[src/rtl/sea_pkg.sv]
package sea_pkg;

    localparam int AW = 4;
    localparam int DW = 32;

    typedef enum logic [1:0] {
        PIN_IDLE = 2'd0,
        PIN_HOLD = 2'd1,
        PIN_WAIT = 2'd2
    } pin_state_t;

    localparam logic [AW-1:0] A_G1S_LO = 4'd0;
    localparam logic [AW-1:0] A_G1S_HI = 4'd1;
    localparam logic [AW-1:0] A_G2S    = 4'd2;
    localparam logic [AW-1:0] A_G3S    = 4'd3;
    localparam logic [AW-1:0] A_G1I_LO = 4'd4;
    localparam logic [AW-1:0] A_G1I_HI = 4'd5;
    localparam logic [AW-1:0] A_G1P_LO = 4'd6;
    localparam logic [AW-1:0] A_G1P_HI = 4'd7;
    localparam logic [AW-1:0] A_CTRL   = 4'd8;
    localparam logic [AW-1:0] A_DIV    = 4'd9;
    localparam logic [AW-1:0] A_PRE    = 4'd10;
    localparam logic [AW-1:0] A_LTC    = 4'd11;
    localparam logic [AW-1:0] A_REL    = 4'd12;

    localparam logic [3:0] FORCE_KEY   = 4'hA;
    localparam logic [3:0] RELEASE_KEY = 4'h5;

endpackage

[src/rtl/sea_regs.sv]
module sea_regs
    import sea_pkg::*;
#(
    parameter int G1_N  = 64,
    parameter int G2_N  = 32,
    parameter int G3_N  = 32,
    parameter int PRE_W = 16,
    parameter int LT_W  = 16
) (
    input  logic            clk,
    input  logic            rst_n,
    input  logic [G1_N-1:0] err_g1,
    input  logic [G2_N-1:0] err_g2,
    input  logic [G3_N-1:0] err_g3,
    input  logic            reg_wr,
    input  logic [AW-1:0]   reg_addr,
    input  logic [DW-1:0]   reg_wdata,
    input  logic [LT_W-1:0] lt_count,
    output logic [DW-1:0]   reg_rdata,
    output logic            irq_g1,
    output logic            irq_g2,
    output logic            pin_req,
    output logic            force_on,
    output logic            release_wr,
    output logic [PRE_W-1:0] presc_div,
    output logic [LT_W-1:0]  lt_preload
);

    logic [G1_N-1:0] g1_stat, g1_ien, g1_pen;
    logic [G1_N-1:0] g1_clr, g1_ien_nxt, g1_pen_nxt;
    logic [G2_N-1:0] g2_stat, g2_clr;
    logic [G3_N-1:0] g3_stat, g3_clr;
    logic [3:0]      ctrl_key;
    logic [63:0]     g1s_pad, g1i_pad, g1p_pad;

    // per-channel decode of the group 1 word that holds each bit
    for (genvar i = 0; i < G1_N; i++) begin : g_g1_dec
        localparam logic [AW-1:0] SA = A_G1S_LO + 4'(i / 32);
        localparam logic [AW-1:0] IA = A_G1I_LO + 4'(i / 32);
        localparam logic [AW-1:0] PA = A_G1P_LO + 4'(i / 32);
        localparam int            B  = i % 32;
        assign g1_clr[i]     = reg_wr && (reg_addr == SA) && reg_wdata[B];
        assign g1_ien_nxt[i] = (reg_wr && reg_addr == IA) ? reg_wdata[B] : g1_ien[i];
        assign g1_pen_nxt[i] = (reg_wr && reg_addr == PA) ? reg_wdata[B] : g1_pen[i];
    end

    assign g2_clr = (reg_wr && reg_addr == A_G2S) ? reg_wdata[G2_N-1:0] : '0;
    assign g3_clr = (reg_wr && reg_addr == A_G3S) ? reg_wdata[G3_N-1:0] : '0;

    always_ff @(posedge clk or negedge rst_n) begin
        if (!rst_n) begin
            g1_stat    <= '0;
            g1_ien     <= '0;
            g1_pen     <= '0;
            g2_stat    <= '0;
            g3_stat    <= '0;
            ctrl_key   <= '0;
            presc_div  <= '0;
            lt_preload <= '0;
        end else begin
            g1_stat <= err_g1 | (g1_stat & ~g1_clr);
            g2_stat <= err_g2 | (g2_stat & ~g2_clr);
            g3_stat <= err_g3 | (g3_stat & ~g3_clr);
            g1_ien  <= g1_ien_nxt;
            g1_pen  <= g1_pen_nxt;
            if (reg_wr && reg_addr == A_CTRL) ctrl_key   <= reg_wdata[3:0];
            if (reg_wr && reg_addr == A_DIV)  presc_div  <= reg_wdata[PRE_W-1:0];
            if (reg_wr && reg_addr == A_PRE)  lt_preload <= reg_wdata[LT_W-1:0];
        end
    end

    always_comb begin
        irq_g1     = |(g1_stat & g1_ien);
        irq_g2     = |g2_stat;
        pin_req    = (|(g1_stat & g1_pen)) | (|g2_stat) | (|g3_stat);
        force_on   = (ctrl_key == FORCE_KEY);
        release_wr = reg_wr && (reg_addr == A_REL) && (reg_wdata[3:0] == RELEASE_KEY);
    end

    always_comb begin
        g1s_pad = '0;
        g1i_pad = '0;
        g1p_pad = '0;
        g1s_pad[G1_N-1:0] = g1_stat;
        g1i_pad[G1_N-1:0] = g1_ien;
        g1p_pad[G1_N-1:0] = g1_pen;
        case (reg_addr)
            A_G1S_LO: reg_rdata = g1s_pad[31:0];
            A_G1S_HI: reg_rdata = g1s_pad[63:32];
            A_G2S:    reg_rdata = DW'(g2_stat);
            A_G3S:    reg_rdata = DW'(g3_stat);
            A_G1I_LO: reg_rdata = g1i_pad[31:0];
            A_G1I_HI: reg_rdata = g1i_pad[63:32];
            A_G1P_LO: reg_rdata = g1p_pad[31:0];
            A_G1P_HI: reg_rdata = g1p_pad[63:32];
            A_CTRL:   reg_rdata = DW'(ctrl_key);
            A_DIV:    reg_rdata = DW'(presc_div);
            A_PRE:    reg_rdata = DW'(lt_preload);
            A_LTC:    reg_rdata = DW'(lt_count);
            default:  reg_rdata = '0;
        endcase
    end

    AST_STICKY_HOLD: assert property (@(posedge clk) disable iff (!rst_n)
        !(reg_wr && reg_addr == A_G3S) |=> ((g3_stat & $past(g3_stat)) == $past(g3_stat)));
    AST_CAPTURE_G2: assert property (@(posedge clk) disable iff (!rst_n)
        (|err_g2) |=> (|g2_stat));
    AST_IRQ1_FOLLOWS: assert property (@(posedge clk) disable iff (!rst_n)
        ((|(err_g1 & g1_ien)) && !(reg_wr && (reg_addr == A_G1I_LO || reg_addr == A_G1I_HI)))
        |=> irq_g1);
    AST_IRQ2_NOMASK: assert property (@(posedge clk) disable iff (!rst_n)
        (|err_g2) |=> irq_g2);

endmodule

[src/rtl/sea_prescaler.sv]
module sea_prescaler #(
    parameter int PRE_W = 16
) (
    input  logic             clk,
    input  logic             rst_n,
    input  logic [PRE_W-1:0] presc_div,
    output logic             tick
);

    logic [PRE_W-1:0] cnt;

    always_ff @(posedge clk or negedge rst_n) begin
        if (!rst_n) cnt <= '0;
        else if (tick) cnt <= '0;
        else cnt <= cnt + 1'b1;
    end

    always_comb tick = (cnt == presc_div);

endmodule

[src/rtl/sea_pin_fsm.sv]
module sea_pin_fsm
    import sea_pkg::*;
#(
    parameter int LT_W = 16
) (
    input  logic            clk,
    input  logic            rst_n,
    input  logic            tick,
    input  logic            pin_req,
    input  logic            release_wr,
    input  logic            force_on,
    input  logic [LT_W-1:0] lt_preload,
    output logic [LT_W-1:0] lt_count,
    output logic            err_pin_n
);

    pin_state_t state, state_nxt;

    always_comb begin
        state_nxt = state;
        unique case (state)
            PIN_IDLE: if (pin_req) state_nxt = PIN_HOLD;
            PIN_HOLD: if (lt_count == '0) state_nxt = PIN_WAIT;
            PIN_WAIT: if (release_wr && !pin_req) state_nxt = PIN_IDLE;
            default:  state_nxt = PIN_IDLE;
        endcase
    end

    always_ff @(posedge clk or negedge rst_n) begin
        if (!rst_n) state <= PIN_IDLE;
        else state <= state_nxt;
    end

    always_ff @(posedge clk or negedge rst_n) begin
        if (!rst_n) lt_count <= '0;
        else if (state == PIN_IDLE && pin_req) lt_count <= lt_preload;
        else if (state == PIN_HOLD && tick && lt_count != '0) lt_count <= lt_count - 1'b1;
    end

    always_comb begin
        err_pin_n = !((state != PIN_IDLE) || force_on);
    end

    AST_ERR_ENTERS_HOLD: assert property (@(posedge clk) disable iff (!rst_n)
        (state == PIN_IDLE && pin_req) |=> (state == PIN_HOLD));
    AST_HOLD_NO_RELEASE: assert property (@(posedge clk) disable iff (!rst_n)
        (state == PIN_HOLD) |=> (state != PIN_IDLE));
    AST_LTC_STEP: assert property (@(posedge clk) disable iff (!rst_n)
        (state == PIN_HOLD && tick && lt_count != '0) |=> (lt_count == $past(lt_count) - 1'b1));
    AST_WAIT_NEEDS_CLEAN: assert property (@(posedge clk) disable iff (!rst_n)
        (state == PIN_WAIT && pin_req) |=> (state == PIN_WAIT));

endmodule

[src/rtl/sev_err_aggregator.sv]
module sev_err_aggregator
    import sea_pkg::*;
#(
    parameter int G1_N  = 64,
    parameter int G2_N  = 32,
    parameter int G3_N  = 32,
    parameter int PRE_W = 16,
    parameter int LT_W  = 16
) (
    input  logic            clk,
    input  logic            rst_n,
    input  logic [G1_N-1:0] err_g1,
    input  logic [G2_N-1:0] err_g2,
    input  logic [G3_N-1:0] err_g3,
    input  logic            reg_wr,
    input  logic [3:0]      reg_addr,
    input  logic [31:0]     reg_wdata,
    output logic [31:0]     reg_rdata,
    output logic            irq_g1,
    output logic            irq_g2,
    output logic            err_pin_n
);

    logic             pin_req, force_on, release_wr, tick;
    logic [PRE_W-1:0] presc_div;
    logic [LT_W-1:0]  lt_preload, lt_count;

    sea_regs #(
        .G1_N(G1_N), .G2_N(G2_N), .G3_N(G3_N), .PRE_W(PRE_W), .LT_W(LT_W)
    ) u_regs (
        .clk(clk), .rst_n(rst_n),
        .err_g1(err_g1), .err_g2(err_g2), .err_g3(err_g3),
        .reg_wr(reg_wr), .reg_addr(reg_addr), .reg_wdata(reg_wdata),
        .lt_count(lt_count), .reg_rdata(reg_rdata),
        .irq_g1(irq_g1), .irq_g2(irq_g2), .pin_req(pin_req),
        .force_on(force_on), .release_wr(release_wr),
        .presc_div(presc_div), .lt_preload(lt_preload)
    );

    sea_prescaler #(.PRE_W(PRE_W)) u_presc (
        .clk(clk), .rst_n(rst_n), .presc_div(presc_div), .tick(tick)
    );

    sea_pin_fsm #(.LT_W(LT_W)) u_fsm (
        .clk(clk), .rst_n(rst_n), .tick(tick), .pin_req(pin_req),
        .release_wr(release_wr), .force_on(force_on),
        .lt_preload(lt_preload), .lt_count(lt_count), .err_pin_n(err_pin_n)
    );

    AST_G3_DRIVES_PIN: assert property (@(posedge clk) disable iff (!rst_n)
        (|err_g3) |=> ##1 !err_pin_n);
    AST_FORCE_PIN: assert property (@(posedge clk) disable iff (!rst_n)
        (reg_wr && reg_addr == A_CTRL && reg_wdata[3:0] == FORCE_KEY) |=> !err_pin_n);

endmodule

[config.mk]
export PLATFORM = sky130hd
export DESIGN_NAME = sev_err_aggregator
export DESIGN_NICKNAME = d
export VERILOG_FILES = /design/src/rtl/sea_pkg.sv /design/src/rtl/sea_regs.sv /design/src/rtl/sea_prescaler.sv /design/src/rtl/sea_pin_fsm.sv /design/src/rtl/sev_err_aggregator.sv
export SDC_FILE = /design/constraint.sdc
export NUM_CORES = 1
export LEC_CHECK = 0
export BUFFER_PORTS_ARGS = -buffer_cell sky130_fd_sc_hd__buf_2
export CAP_MARGIN = 25
export CORE_AREA = 2 2 225 227
export CTS_CLUSTER_DIAMETER = 100
export DETAILED_ROUTE_END_ITERATION = 7
export DIE_AREA = 0 0 227 229
export PLACE_DENSITY = 0.5
export SLEW_MARGIN = 20
export SYNTH_ARGS = -nofsm -noshare
export SYNTH_HDL_FRONTEND = slang
export SYNTH_HIERARCHICAL = 1
export SYNTH_SLANG_ARGS = --single-unit
[constraint.sdc]
create_clock -name clk -period 2.8 [get_ports clk]
set_clock_uncertainty 0.15 [all_clocks]
set_input_delay 0.42 -clock clk [delete_from_list [all_inputs] [get_ports clk]]
set_output_delay 0.42 -clock clk [all_outputs]
set_load 0.01 [all_outputs]
* Word level (Yosys, flattened, before mapping)
Cells that the tools add are included.
** Storage, ports and cells
- Output and inout bits :: 35
- Bits in registers :: 326
- Logic and storage cells :: 153
- Input port bits :: 167
** Cells by class
- Muxes and demuxes :: 10
- Reductions and logical operators :: 95
- Equal/unequal tests :: 20
- $add $sub $neg :: 2
- Bitwise gates (word level) :: 13
** Operators by type and width (number)
- $pmux 32 s12 :: 1
- $and 64x64->64 :: 3
- $reduce_or 64->1 :: 2
- $logic_and 1x1->1 :: 81
- $and 32x32->32 :: 2
- $mux 32 :: 2
- $not 32->32 :: 2
- $not 64->64 :: 1
- $or 32x32->32 :: 2
- $or 64x64->64 :: 1
- $reduce_or 32->1 :: 2
- $mux 16 :: 3
- $eq 4x4->1 const B :: 6
- $eq 4x3->1 const B :: 5
- $add 16x1->16 const B :: 1
- $eq 16x16->1 :: 1
- $logic_not 16->1 :: 1
- $reduce_bool 16->1 :: 1
- $sub 16x1->16 const B :: 1
- $eq 4x2->1 const B :: 2
- $mux 2 :: 3
- $ne 2x1->1 const B :: 3
- $pmux 2 s3 :: 1
- $eq 4x1->1 const B :: 1
- 9 further kinds :: 12

* Longest topological paths before layout
- Word-level depth :: 8
- Mapped depth :: 11

* Hierarchy
Netlist, hierarchy kept.
** By module, submodules not included
- sea_regs :: area an instance 13536.7 µm², cells an instance 1145, seq. area each 7307.0 µm², times used 1
- sea_pin_fsm :: area an instance 1171.1 µm², cells an instance 138, seq. area each 450.4 µm², times used 1
- sea_prescaler :: area an instance 947.2 µm², cells an instance 98, seq. area each 400.4 µm², times used 1

* Least setup slack after synthesis
No wires, ideal clock.
- Path kind :: register to register
- Start :: register u_presc.cnt[3]
- End :: register u_fsm.lt_count[15]
- Path buffers :: 2
- Library setup time :: 69 ps
- Data required time :: 2581 ps
- Arrival :: 2525 ps
- Setup slack :: 57 ps
- Stages on the path, launching flop included :: 10
- Cells stage by stage :: dfrtp_1 buf_2 xnor2_1 nand4_1 nor4_4 buf_6 nand2_1 or4_1 or4b_1 nand3_1
** On the way
- Cells in the longest elaborated chain, start to end :: 4
** RTL lines
- start, declared :: line sea_prescaler.sv:10 : logic [PRE_W-1:0] cnt;
- start signal, assigned :: line sea_prescaler.sv:15 : else cnt <= cnt + 1'b1;
- $eq 16x16->1 :: line sea_prescaler.sv:18 : always_comb tick = (cnt == presc_div);
- via tick :: line sev_err_aggregator.sv:24 : logic pin_req, force_on, release_wr, tick;
- $logic_and 1x1->1 (2 in series) :: line sea_pin_fsm.sv:37 : else if (state == PIN_HOLD && tick && lt_count != '0) lt_count <= lt_count - 1'b1;
- $reduce_bool 2->1 (no line)
- end signal, assigned :: line sea_pin_fsm.sv:36 : else if (state == PIN_IDLE && pin_req) lt_count <= lt_preload;
- end signal, assigned :: line sea_pin_fsm.sv:37
- end, declared :: line sea_pin_fsm.sv:13 : output logic [LT_W-1:0] lt_count,
The timed path passes the listed nets, and every way through them passes these cells.
A chain may end at the register's enable or synchronous reset.

* Worst setup path after layout
- Start :: register u_regs.g1_stat[57]
- End :: output port irq_g1
** On the way
- Cells in the longest elaborated chain, start to end :: 2
** RTL lines
- start, declared :: line sea_regs.sv:29 : logic [G1_N-1:0] g1_stat, g1_ien, g1_pen;
- start signal, assigned :: line sea_regs.sv:61 : g1_stat <= err_g1 | (g1_stat & ~g1_clr);
- $and 64x64->64 :: line sea_regs.sv:73 : irq_g1 = |(g1_stat & g1_ien);
- $reduce_or 64->1 :: line sea_regs.sv:73
- end, declared :: line sev_err_aggregator.sv:19 : output logic irq_g1,
No other way between the ends.

==> run_results.csv <==
group,metric,value,unit
status,outcome,"finished with violations",
status,failed_checks,"setup timing",
yosys,synth-edff-count,0,
global_route,grtUsageTotal,27.4,%
critical_path,slowest_stage,"or4_4",
yosys,netlist_area,15700,um2
power,p_total,0.0140,W
critical_path,arrival,2.40,ns
critical_path,critPathLaunchType,"flop",
cts,clk_pin_slew,0.06,ns
critical_path,reg2reg_depth,11,
timing,hold_violations,0,
timing,slew_violations,0,
yosys,ys.flop_type,"dfrtp_1",
route,drt_iter0_drc,1562,
yosys,synth_nets,1550,
timing,setup_viol_count_final,5,
yosys,synth_top_cell_area_share,52.1,%
floorplanning,dieArea,52000,um2
power,cellPowerDensity,633,nW/um2
timing,max-slew-margin-rel,49.8,%
floorplanning,pin_count,202,
yosys,synthArstFlopShare,100,%
floorplanning,core-area,49700,um2
yosys,synth_seq_cells,326,
final_layout,nets,2044,
cts,cts_tree,"done",
timing,worst_slack,-0.166,ns
route,drc,0,
critical_path,path_cells,"a22o_1 -> a221oi_1 -> nand4_1 -> or4_4 -> buf_6",
global_route,antenna_found_initial,1,
timing,period_needed,2.97,ns
final_layout,syn2layout_area_growth,41.0,%
final_layout,fin_area,22100,um2
timing,fmax,337,MHz
yosys,postSynthAreaPerCell,11.3,um2
route,totalWireLength,71300,um
worst_hold_path,hold_class,"primary input to flop",
route,avgRoutedWirePerCell,27.7,um
timing,worst_slew_pin_slew,0.753,ns
yosys,yosysTopAreaCell,"dfrtp_1",
final_layout,num_antenna_cells,0,
yosys,ys_warn_count,6,
global_route,first_global_vias,14600,
critical_path,worst-setup-path-type,"flop to primary output",
global_route,grt_max_degree,78,
critical_path,path_depth,5,
floorplanning,start_util,31.5,%
place,port_buffers,201,
worst_hold_path,holdPathStages,3,
global_route,grt_pass1_wl,103000,um
yosys,yosysMostFrequentCell,"dfrtp_1",
cts,insertion_delay,0.57,ns
yosys,yosys-top-cells-area,"dfrtp_1, mux2_2, a21o_1, a22oi_1, nand2_1",
route,dr_total_vias,14500,
floorplanning,die-width,227,um
critical_path,reg2reg_slack,-0.04,ns
critical_path,cp_data_required_time,2.23,ns
timing,finalSetupTns,-0.332,ns
critical_path,endpoint_kind,"primary output",
place,place_ws,-0.595,ns
route,ant_nets,0,
critical_path,crit_fanout,4,
cts,clkSinkCount,326,
place,place_congestion,0.934,
cts,htree_num_levels,2,
cts,numCtsBuffers,39,
floorplanning,row_count,82,
route,dr.pass1.iters,6,
cts,cts_max_path_buffers,3,
global_route,gr-total-overflow,0,
route,avgViaCountPerCell,5.62,
power,leakagePower,9.03,nW
yosys,synth.distinct_cells,64,
critical_path,slowest_delay,0.55,ns
floorplanning,die_y,229,um
yosys,yosys-top-cells-count,"dfrtp_1, nand2_1, a21o_1",
final_layout,drive_gt1_share,35.9,%
flow_run,drv_cap,0,
timing,fin_crit_sh,106,%
place,dp_hpwl,52500,um
timing,rsz0062_at_grt,"true",
cts,cts_root_buf,"clkbuf_16",
final_layout,post-route-util,44.5,%
yosys,seq_area_frac_synth,52.1,%
critical_path,cpLargestDelayFamily,"simple AND/OR/NAND/NOR gates",
yosys,syn_inst,1381,
place,place_area,18800,um2
power,ir_worst_vdd,0.369,mV
critical_path,cp_num_buf_inv,1,
worst paths after layout:
kind,from,to
worst min-delay path,reg_wdata[30],u_regs/g1_stat[62]
min in group asynchronous,rst_n,u_presc/cnt[13]
worst min register to register,u_regs/lt_preload[0],u_fsm/lt_count[0]
worst max-delay path,u_regs/g1_stat[57],irq_g1
max in group asynchronous,rst_n,u_regs/presc_div[12]
worst max register to register,u_regs/g2_stat[5],u_fsm/lt_count[9]
placed cells by master (no fill, tap or decap), types with 39 or more instances in the layout:
cell	count
a21o_1	128
a22o_1	39
a22oi_1	97
buf_2	198
buf_4	180
clkbuf_16	41
dfrtp_1	303
dlygate4sd3_1	129
mux2_1	46
mux2_2	122
nand2_1	162
cell families (layout without fill, tap and decap cells):
group,after synthesis,after routing,synth area share (%)
muxes,174,174,12.5
adders and majority gates,2,2,0.160
AOI/OAI and AO/OA,373,373,18.7
DFF,326,326,52.1
buffers and inverters,100,620,2.82
xor gates and xnor gates,37,37,2.07
and+or+nand+nor,369,369,11.7
layer usage:
layer	global-route usage (%)	wire length [um]	up-vias
met2	44.8	33800	717
li1	-	-	6218
met1	36.3	29100	7375
met4	11.2	3210	0
met5	0	0	-
met3	4.11	5170	151
final cells by class:
cell class	count	area (um2)
repair buffers	545	4270
inverters	8	30.0
clock inverters	11	186
fillers	4794	27600
clock buffers	56	1150
flip-flops and latches	326	8190
well taps	672	841
multi-input cells	955	7420
registers in the layout, indices dropped and copies added (netlist names), 32 cells and up:
| signal | flops |
|---|---|
| u_regs/g1_ien | 64 |
| u_regs/g1_pen | 64 |
| u_regs/g3_stat | 32 |
| u_regs/g2_stat | 32 |
| u_regs/g1_stat | 64 |
worst register-to-register path: cells and delay by family, from the launching register on:
family	cells	cell delay [ns]
compound gates	1	0.28
flops	1	0.43
simple gates	8	1.58
buf+inv	2	0.29
stage by stage:
step,cells,hold slack (ns)
2_1_floorplan,1381,-0.0256
3_3_place_gp,2352,0.334
3_5_place_dp,2353,0.342
4_1_cts,2558,0.0292
5_1_grt,2573,0.0654
6_report,2573,0.0535
power by group:
part / switching, W / leakage [nW] / internal [W] / total [W]
logic: 0.00116 / 4.78 / 0.00129 / 0.00244
clock network: 0.00209 / 0.656 / 0.00331 / 0.00541
registers: 0.000787 / 3.59 / 0.00535 / 0.00614
repair_timing:
item | 4_1_cts | 5_1_grt
gates resized for setup | 62 | 37
setup endpoints to repair | 36 | 24
pin swaps | 18 | 21
setup buffers | 10 | 15
hold buffers | 129 | 0
hold endpoints to repair | 197 | 0
No activity file was read; power rests on OpenSTA's default activity.
